==> src/rtl/uart_tx_pkg.sv <==
package uart_tx_pkg;

  localparam int TX_DATA_W = 8;
  localparam int TX_TPB    = 16;
  localparam int NBITS_W   = 4;
  localparam int CNT_W     = 6;

  typedef enum logic [2:0] {
    ST_IDLE   = 3'd0,
    ST_START  = 3'd1,
    ST_DATA   = 3'd2,
    ST_PARITY = 3'd3,
    ST_STOP   = 3'd4
  } tx_state_e;

  typedef struct packed {
    logic [NBITS_W-1:0] nbits;
    logic               par_en;
    logic               par_bit;
    logic [CNT_W-1:0]   stop_ticks;
  } frame_cfg_t;

endpackage

==> src/rtl/uart_tx_ctrl_dec.sv <==
module uart_tx_ctrl_dec
  import uart_tx_pkg::*;
#(
  parameter int TICKS_PER_BIT = TX_TPB
) (
  input  logic [7:0]           ctrl_i,
  input  logic [TX_DATA_W-1:0] data_i,
  output frame_cfg_t           cfg_o
);

  localparam int HALF_TICKS = TICKS_PER_BIT / 2;

  logic [NBITS_W-1:0]   nbits;
  logic [TX_DATA_W-1:0] data_used;
  logic                 ones_odd;

  assign nbits = NBITS_W'(5) + NBITS_W'(ctrl_i[1:0]);

  for (genvar i = 0; i < TX_DATA_W; i++) begin : g_mask
    assign data_used[i] = data_i[i] & (NBITS_W'(i) < nbits);
  end

  assign ones_odd = ^data_used;

  always_comb begin
    cfg_o.nbits  = nbits;
    cfg_o.par_en = ctrl_i[3];
    if (ctrl_i[5]) begin
      cfg_o.par_bit = ~ctrl_i[4];
    end else if (ctrl_i[4]) begin
      cfg_o.par_bit = ones_odd;
    end else begin
      cfg_o.par_bit = ~ones_odd;
    end
    if (!ctrl_i[2]) begin
      cfg_o.stop_ticks = CNT_W'(TICKS_PER_BIT);
    end else if (ctrl_i[1:0] == 2'b00) begin
      cfg_o.stop_ticks = CNT_W'(TICKS_PER_BIT + HALF_TICKS);
    end else begin
      cfg_o.stop_ticks = CNT_W'(2 * TICKS_PER_BIT);
    end
  end

endmodule

==> src/rtl/uart_tx_bit_timer.sv <==
module uart_tx_bit_timer
  import uart_tx_pkg::*;
(
  input  logic             clk,
  input  logic             rst_ni,
  input  logic             run_i,
  input  logic             tick_i,
  input  logic [CNT_W-1:0] limit_i,
  output logic             done_o
);

  logic [CNT_W-1:0] cnt_q;
  logic [CNT_W-1:0] cnt_d;

  assign done_o = run_i && tick_i && (cnt_q == limit_i - CNT_W'(1));

  always_comb begin
    cnt_d = cnt_q;
    if (!run_i || done_o) begin
      cnt_d = '0;
    end else if (tick_i) begin
      cnt_d = cnt_q + CNT_W'(1);
    end
  end

  always_ff @(posedge clk or negedge rst_ni) begin
    if (!rst_ni) begin
      cnt_q <= '0;
    end else begin
      cnt_q <= cnt_d;
    end
  end

  AST_CNT_BELOW_LIMIT: assert property (@(posedge clk) disable iff (!rst_ni)
    run_i |-> (cnt_q < limit_i)) else $error("tick count past period");

endmodule

==> src/rtl/uart_frame_tx.sv <==
module uart_frame_tx
  import uart_tx_pkg::*;
#(
  parameter int TICKS_PER_BIT = TX_TPB
) (
  input  logic                 clk,
  input  logic                 rst_n,
  input  logic                 tick16,
  input  logic                 tx_valid,
  input  logic [TX_DATA_W-1:0] tx_data,
  output logic                 tx_ready,
  input  logic [7:0]           line_ctrl,
  output logic                 txd,
  output logic                 busy
);

  logic [1:0] rst_pipe_q;
  logic       rst_sn;

  always_ff @(posedge clk or negedge rst_n) begin
    if (!rst_n) begin
      rst_pipe_q <= 2'b00;
    end else begin
      rst_pipe_q <= {rst_pipe_q[0], 1'b1};
    end
  end
  assign rst_sn = rst_pipe_q[1];

  tx_state_e            state_q, state_d;
  frame_cfg_t           cfg_q, cfg_d, cfg_new;
  logic [TX_DATA_W-1:0] shift_q, shift_d;
  logic [NBITS_W-1:0]   left_q, left_d;
  logic                 txd_q, txd_d;
  logic                 accept;
  logic                 bit_done;
  logic                 running;
  logic [CNT_W-1:0]     period;

  uart_tx_ctrl_dec #(.TICKS_PER_BIT(TICKS_PER_BIT)) u_dec (
    .ctrl_i (line_ctrl),
    .data_i (tx_data),
    .cfg_o  (cfg_new)
  );

  assign running = (state_q != ST_IDLE);
  assign period  = (state_q == ST_STOP) ? cfg_q.stop_ticks : CNT_W'(TICKS_PER_BIT);

  uart_tx_bit_timer u_timer (
    .clk     (clk),
    .rst_ni  (rst_sn),
    .run_i   (running),
    .tick_i  (tick16),
    .limit_i (period),
    .done_o  (bit_done)
  );

  assign tx_ready = rst_sn && (state_q == ST_IDLE);
  assign accept   = tx_valid && tx_ready;
  assign busy     = running;
  assign txd      = txd_q;

  always_comb begin
    state_d = state_q;
    cfg_d   = cfg_q;
    shift_d = shift_q;
    left_d  = left_q;
    txd_d   = txd_q;
    unique case (state_q)
      ST_IDLE: begin
        txd_d = 1'b1;
        if (accept) begin
          state_d = ST_START;
          cfg_d   = cfg_new;
          shift_d = tx_data;
          txd_d   = 1'b0;
        end
      end
      ST_START: begin
        if (bit_done) begin
          state_d = ST_DATA;
          txd_d   = shift_q[0];
          left_d  = cfg_q.nbits - NBITS_W'(1);
        end
      end
      ST_DATA: begin
        if (bit_done) begin
          if (left_q != '0) begin
            shift_d = shift_q >> 1;
            txd_d   = shift_q[1];
            left_d  = left_q - NBITS_W'(1);
          end else if (cfg_q.par_en) begin
            state_d = ST_PARITY;
            txd_d   = cfg_q.par_bit;
          end else begin
            state_d = ST_STOP;
            txd_d   = 1'b1;
          end
        end
      end
      ST_PARITY: begin
        if (bit_done) begin
          state_d = ST_STOP;
          txd_d   = 1'b1;
        end
      end
      ST_STOP: begin
        if (bit_done) begin
          state_d = ST_IDLE;
        end
      end
      default: begin
        state_d = ST_IDLE;
        txd_d   = 1'b1;
      end
    endcase
  end

  always_ff @(posedge clk or negedge rst_sn) begin
    if (!rst_sn) begin
      state_q <= ST_IDLE;
      cfg_q   <= '0;
      shift_q <= '0;
      left_q  <= '0;
      txd_q   <= 1'b1;
    end else begin
      state_q <= state_d;
      cfg_q   <= cfg_d;
      shift_q <= shift_d;
      left_q  <= left_d;
      txd_q   <= txd_d;
    end
  end

  AST_IDLE_LINE_HIGH: assert property (@(posedge clk) disable iff (!rst_sn)
    (state_q == ST_IDLE) |-> txd_q) else $error("line low while idle");

  AST_ACCEPT_STARTS: assert property (@(posedge clk) disable iff (!rst_sn)
    (tx_valid && tx_ready) |=> (busy && !txd)) else $error("no start bit after accept");

  AST_PARITY_ONLY_ENABLED: assert property (@(posedge clk) disable iff (!rst_sn)
    (state_q == ST_PARITY) |-> cfg_q.par_en) else $error("parity sent while disabled");

  AST_STOP_LINE_HIGH: assert property (@(posedge clk) disable iff (!rst_sn)
    (state_q == ST_STOP) |-> txd_q) else $error("line low in stop period");

  AST_CFG_HELD: assert property (@(posedge clk) disable iff (!rst_sn)
    (busy && $past(busy)) |-> $stable(cfg_q)) else $error("framing changed mid-frame");

endmodule

==> config.mk <==
export PLATFORM = sky130hd
export DESIGN_NAME = uart_frame_tx
export DESIGN_NICKNAME = d
export VERILOG_FILES = /design/src/rtl/uart_tx_pkg.sv /design/src/rtl/uart_tx_ctrl_dec.sv /design/src/rtl/uart_tx_bit_timer.sv /design/src/rtl/uart_frame_tx.sv
export SDC_FILE = /design/constraint.sdc
export NUM_CORES = 1
export LEC_CHECK = 0
export ABC_AREA = 1
export BUFFER_PORTS_ARGS = -buffer_cell sky130_fd_sc_hd__buf_2
export CAP_MARGIN = 10
export CORE_ASPECT_RATIO = 0.7
export CORE_MARGIN = 2
export CORE_UTILIZATION = 40
export CTS_BUF_LIST = sky130_fd_sc_hd__clkbuf_8
export CTS_CLUSTER_SIZE = 10
export DETAILED_ROUTE_END_ITERATION = 10
export PLACE_DENSITY = 0.63
export REMOVE_ABC_BUFFERS = 1
export SETUP_SLACK_MARGIN = 0.1
export SYNTH_ARGS = -nofsm -noshare
export SYNTH_HDL_FRONTEND = slang
export SYNTH_SLANG_ARGS = --single-unit
==> constraint.sdc <==
create_clock -name clk -period 3.5 [get_ports clk]
set_clock_uncertainty 0.05 [all_clocks]
set_input_delay 0.7 -clock clk [delete_from_list [all_inputs] [get_ports clk]]
set_output_delay 0.7 -clock clk [all_outputs]
set_load 0.05 [all_outputs]
==> flow_summary_export.csv <==
group,metric,value,unit
sta,finalCritPeriodShare,64.0,%
logic_synthesis,ys_seq_area_share,41.5,%
critical_path,critPathTopFamily,"simple AND/OR/NAND/NOR gates",
place,place_congestion,0.798,
sta,rsz0062_at_grt,"false",
die,die_w,88.3,um
cts,cts_made_buffers,5,
logic_synthesis,synthFlopType,"dfrtp_1",
min_path,min_path_type,"input port to asynchronous set/reset pin",
power,power.density,782,mW/mm^2
layout,design_area,0.00226,mm^2
power,vdd.ir_drop.worst,0.258,mV
logic_synthesis,syn_area_per_cell,7.60,um^2
layout,seqCellArea,827,um^2
logic_synthesis,synth_area,0.00199,mm^2
critical_path,critical_path_depth,12,
die,fp.dieH,63.0,um
layout,syn_to_final_growth,13.5,%
sta,whs,0.139,ns
sta,clock.fmax,447,MHz
global_routing,grt_max_degree,32,
sta,finalSetupTns,0,ns
cts,post_cts_resized,0,
place,placed_area,0.00216,mm^2
logic_synthesis,syn_inst,262,
logic_synthesis,synth_area_leaders,"dfrtp_1 40%, nand2_1 16%, inv_1 5.7%",
status,status,"completed",
detailed_routing,route.vias.total,1652,
place,hpwlAfterDp,2.90,mm
detailed_routing,viasPerCell,4.64,
critical_path,end_kind,"flip-flop",
critical_path,crit_fanout,6,
cts,h-tree-depth,2,
detailed_routing,totalWireLength,3.84,mm
sta,period_minus_slack,2.24,ns
detailed_routing,drc,0,
critical_path,start_kind,"flip-flop",
cts,hold_buffers,0,
critical_path,cpPeakStageDelay,0.46,ns
cts,clk_pin_slew,0.07,ns
critical_path,r2r_start,"state_q[1]",
logic_synthesis,synthDominantCellAreaShare,40.2,%
global_routing,grt_pass1_wl,6.78,mm
cts,cts.path.max_buffers,2,
critical_path,criticalPathCategory,"flip-flop to flip-flop",
global_routing,grtUsageTotal,15.8,%
cts,clock_sinks,33,
die,die_area,0.00557,mm^2
cts,cts_tree,"done",
logic_synthesis,synth_seq_cells,33,
layout,multi_input_area,0.00101,mm^2
critical_path,reg2regPathDepth,12,
logic_synthesis,synth_cell_types,35,
power,power_leakage,1.20,nW
critical_path,startpoint,"state_q[1]",
global_routing,antenna_found_initial,0,
layout,antenna_cells,0,
critical_path,crit_arrival,2.37,ns
layout,drive_gt1_share,19.2,%
cts,clk_latency,0.28,ns
layout,fin_util,47.3,%
critical_path,path_cells,"inv_2 > nand3_4 > inv_2 > nand2_1 > ha_1 > xnor2_1 > xor2_2 > nand2_2 > o21ai_1 > nand2_1 > nand2_1 > nand2_1",
global_routing,grt_overflow,0,
logic_synthesis,synth_edf_count,0,
sta,finalHoldViolCount,0,
critical_path,crit_slowest_cell,"dfrtp_1",
place,portBuffers,20,
die,io_pins,23,
detailed_routing,antenna_violating_nets_post_route,0,
logic_synthesis,yosys.area.top_type,"dfrtp_1",
die,coreArea,0.00478,mm^2
critical_path,critical_path_buf_inv_count,2,
detailed_routing,dr.pass1.iters,4,
detailed_routing,drt_iter0_markers,134,
die,rows,21,
logic_synthesis,yosysWarnings,0,
cts,cts-root-buf,"clkbuf_8",
layout,fillCellCount,481,
logic_synthesis,async_reset_ff_share,100,%
critical_path,critPathRequiredTime,3.63,ns
cts,cts_setup_buffers,0,
global_routing,grt_pass1_vias,1511,
detailed_routing,wire_per_inst,10.8,um
layout,final_nets,312,
sta,maxSlewViolCount,0,
power,p_total,1.77,mW
layout,mostFrequentLayoutCells,"84 x nand2_1, 32 x dfrtp_1, 30 x inv_1",
critical_path,crit_top_cell,"nand2_1",
layout,layout_commonest_cell,"nand2_1",
sta,setup_viol,0,
die,initial_core_util,41.6,%
run,maxCapViolCount,0,
synth_stat cells, types with 2 or more instances:
cell type,count
nand4_1,3
o21ai_0,21
dfrtp_1,32
nand2_2,2
nor3_1,2
o21ai_2,8
a21oi_1,7
nand3_1,16
nor2_2,3
xnor2_1,2
xor2_1,4
nand2_1,84
o21ai_1,3
inv_2,5
ha_1,6
nor2_1,14
nand3_4,2
clkbuf_1,2
inv_1,30
kinds of logic (layout without fill, tap and decap cells):
kind of cell,Yosys count,in the layout,share of synthesized area (%)
AO/OA/AOI/OAI,44,44,13.3
XOR/XNOR,7,7,3.46
adder cells (fa/ha/maj),6,6,3.77
buffers and inverters,39,64,7.92
flip-flops,33,33,41.5
multiplexers,1,1,0.503
other,1,1,0.188
AND/OR/NAND/NOR,131,131,29.4
routing by layer:
layer  GRT usage [%]  vias up  share of wire, %
met5               0        -                 0
met4            5.11        0               1.1
met3            5.15        5               4.4
met2            22.1       29                39
met1            23.1      739                55
li1                -      879                 -
through the flow:
step           cells  setup slack (ns)
5_1_grt          356              1.06
2_1_floorplan    258             0.812
3_3_place_gp     348              1.28
6_report         356              1.26
4_1_cts          356              1.26
3_5_place_dp     348              1.28
layout make-up:
class	instances	area share [%]
clock buffers	7	4.26
clock inverters	1	0.221
inverters	35	5.81
multi-input cells	190	44.5
flip-flops and latches	33	36.6
well taps	69	3.82
repair buffers	21	4.76
flip-flops by register name (all words and copies together) (netlist names):
| register | cells |
|---|---|
| left_q | 4 |
| state_q | 3 |
| txd | 1 |
| shift_q | 8 |
| u_timer.cnt_q | 6 |
| rst_pipe_q | 2 |
| cfg_q | 9 |
final timing paths:
path                       slack, ns            end
hold / removal                  0.14  rst_pipe_q[0]
setup / recovery                1.26     state_q[0]
max in group asynchronous       2.84            txd
setup reg to reg                1.26     state_q[0]
hold reg to reg                 0.25       cfg_q[7]
min in group clk                0.30  rst_pipe_q[1]
report_power, final:
group	internal, mW	switching [mW]	total (mW)
Clock	0.178	0.140	0.317
Combinational	0.281	0.572	0.852
Sequential	0.520	0.0780	0.598
Total	0.978	0.789	1.77
(Power assumes the default switching activity.)
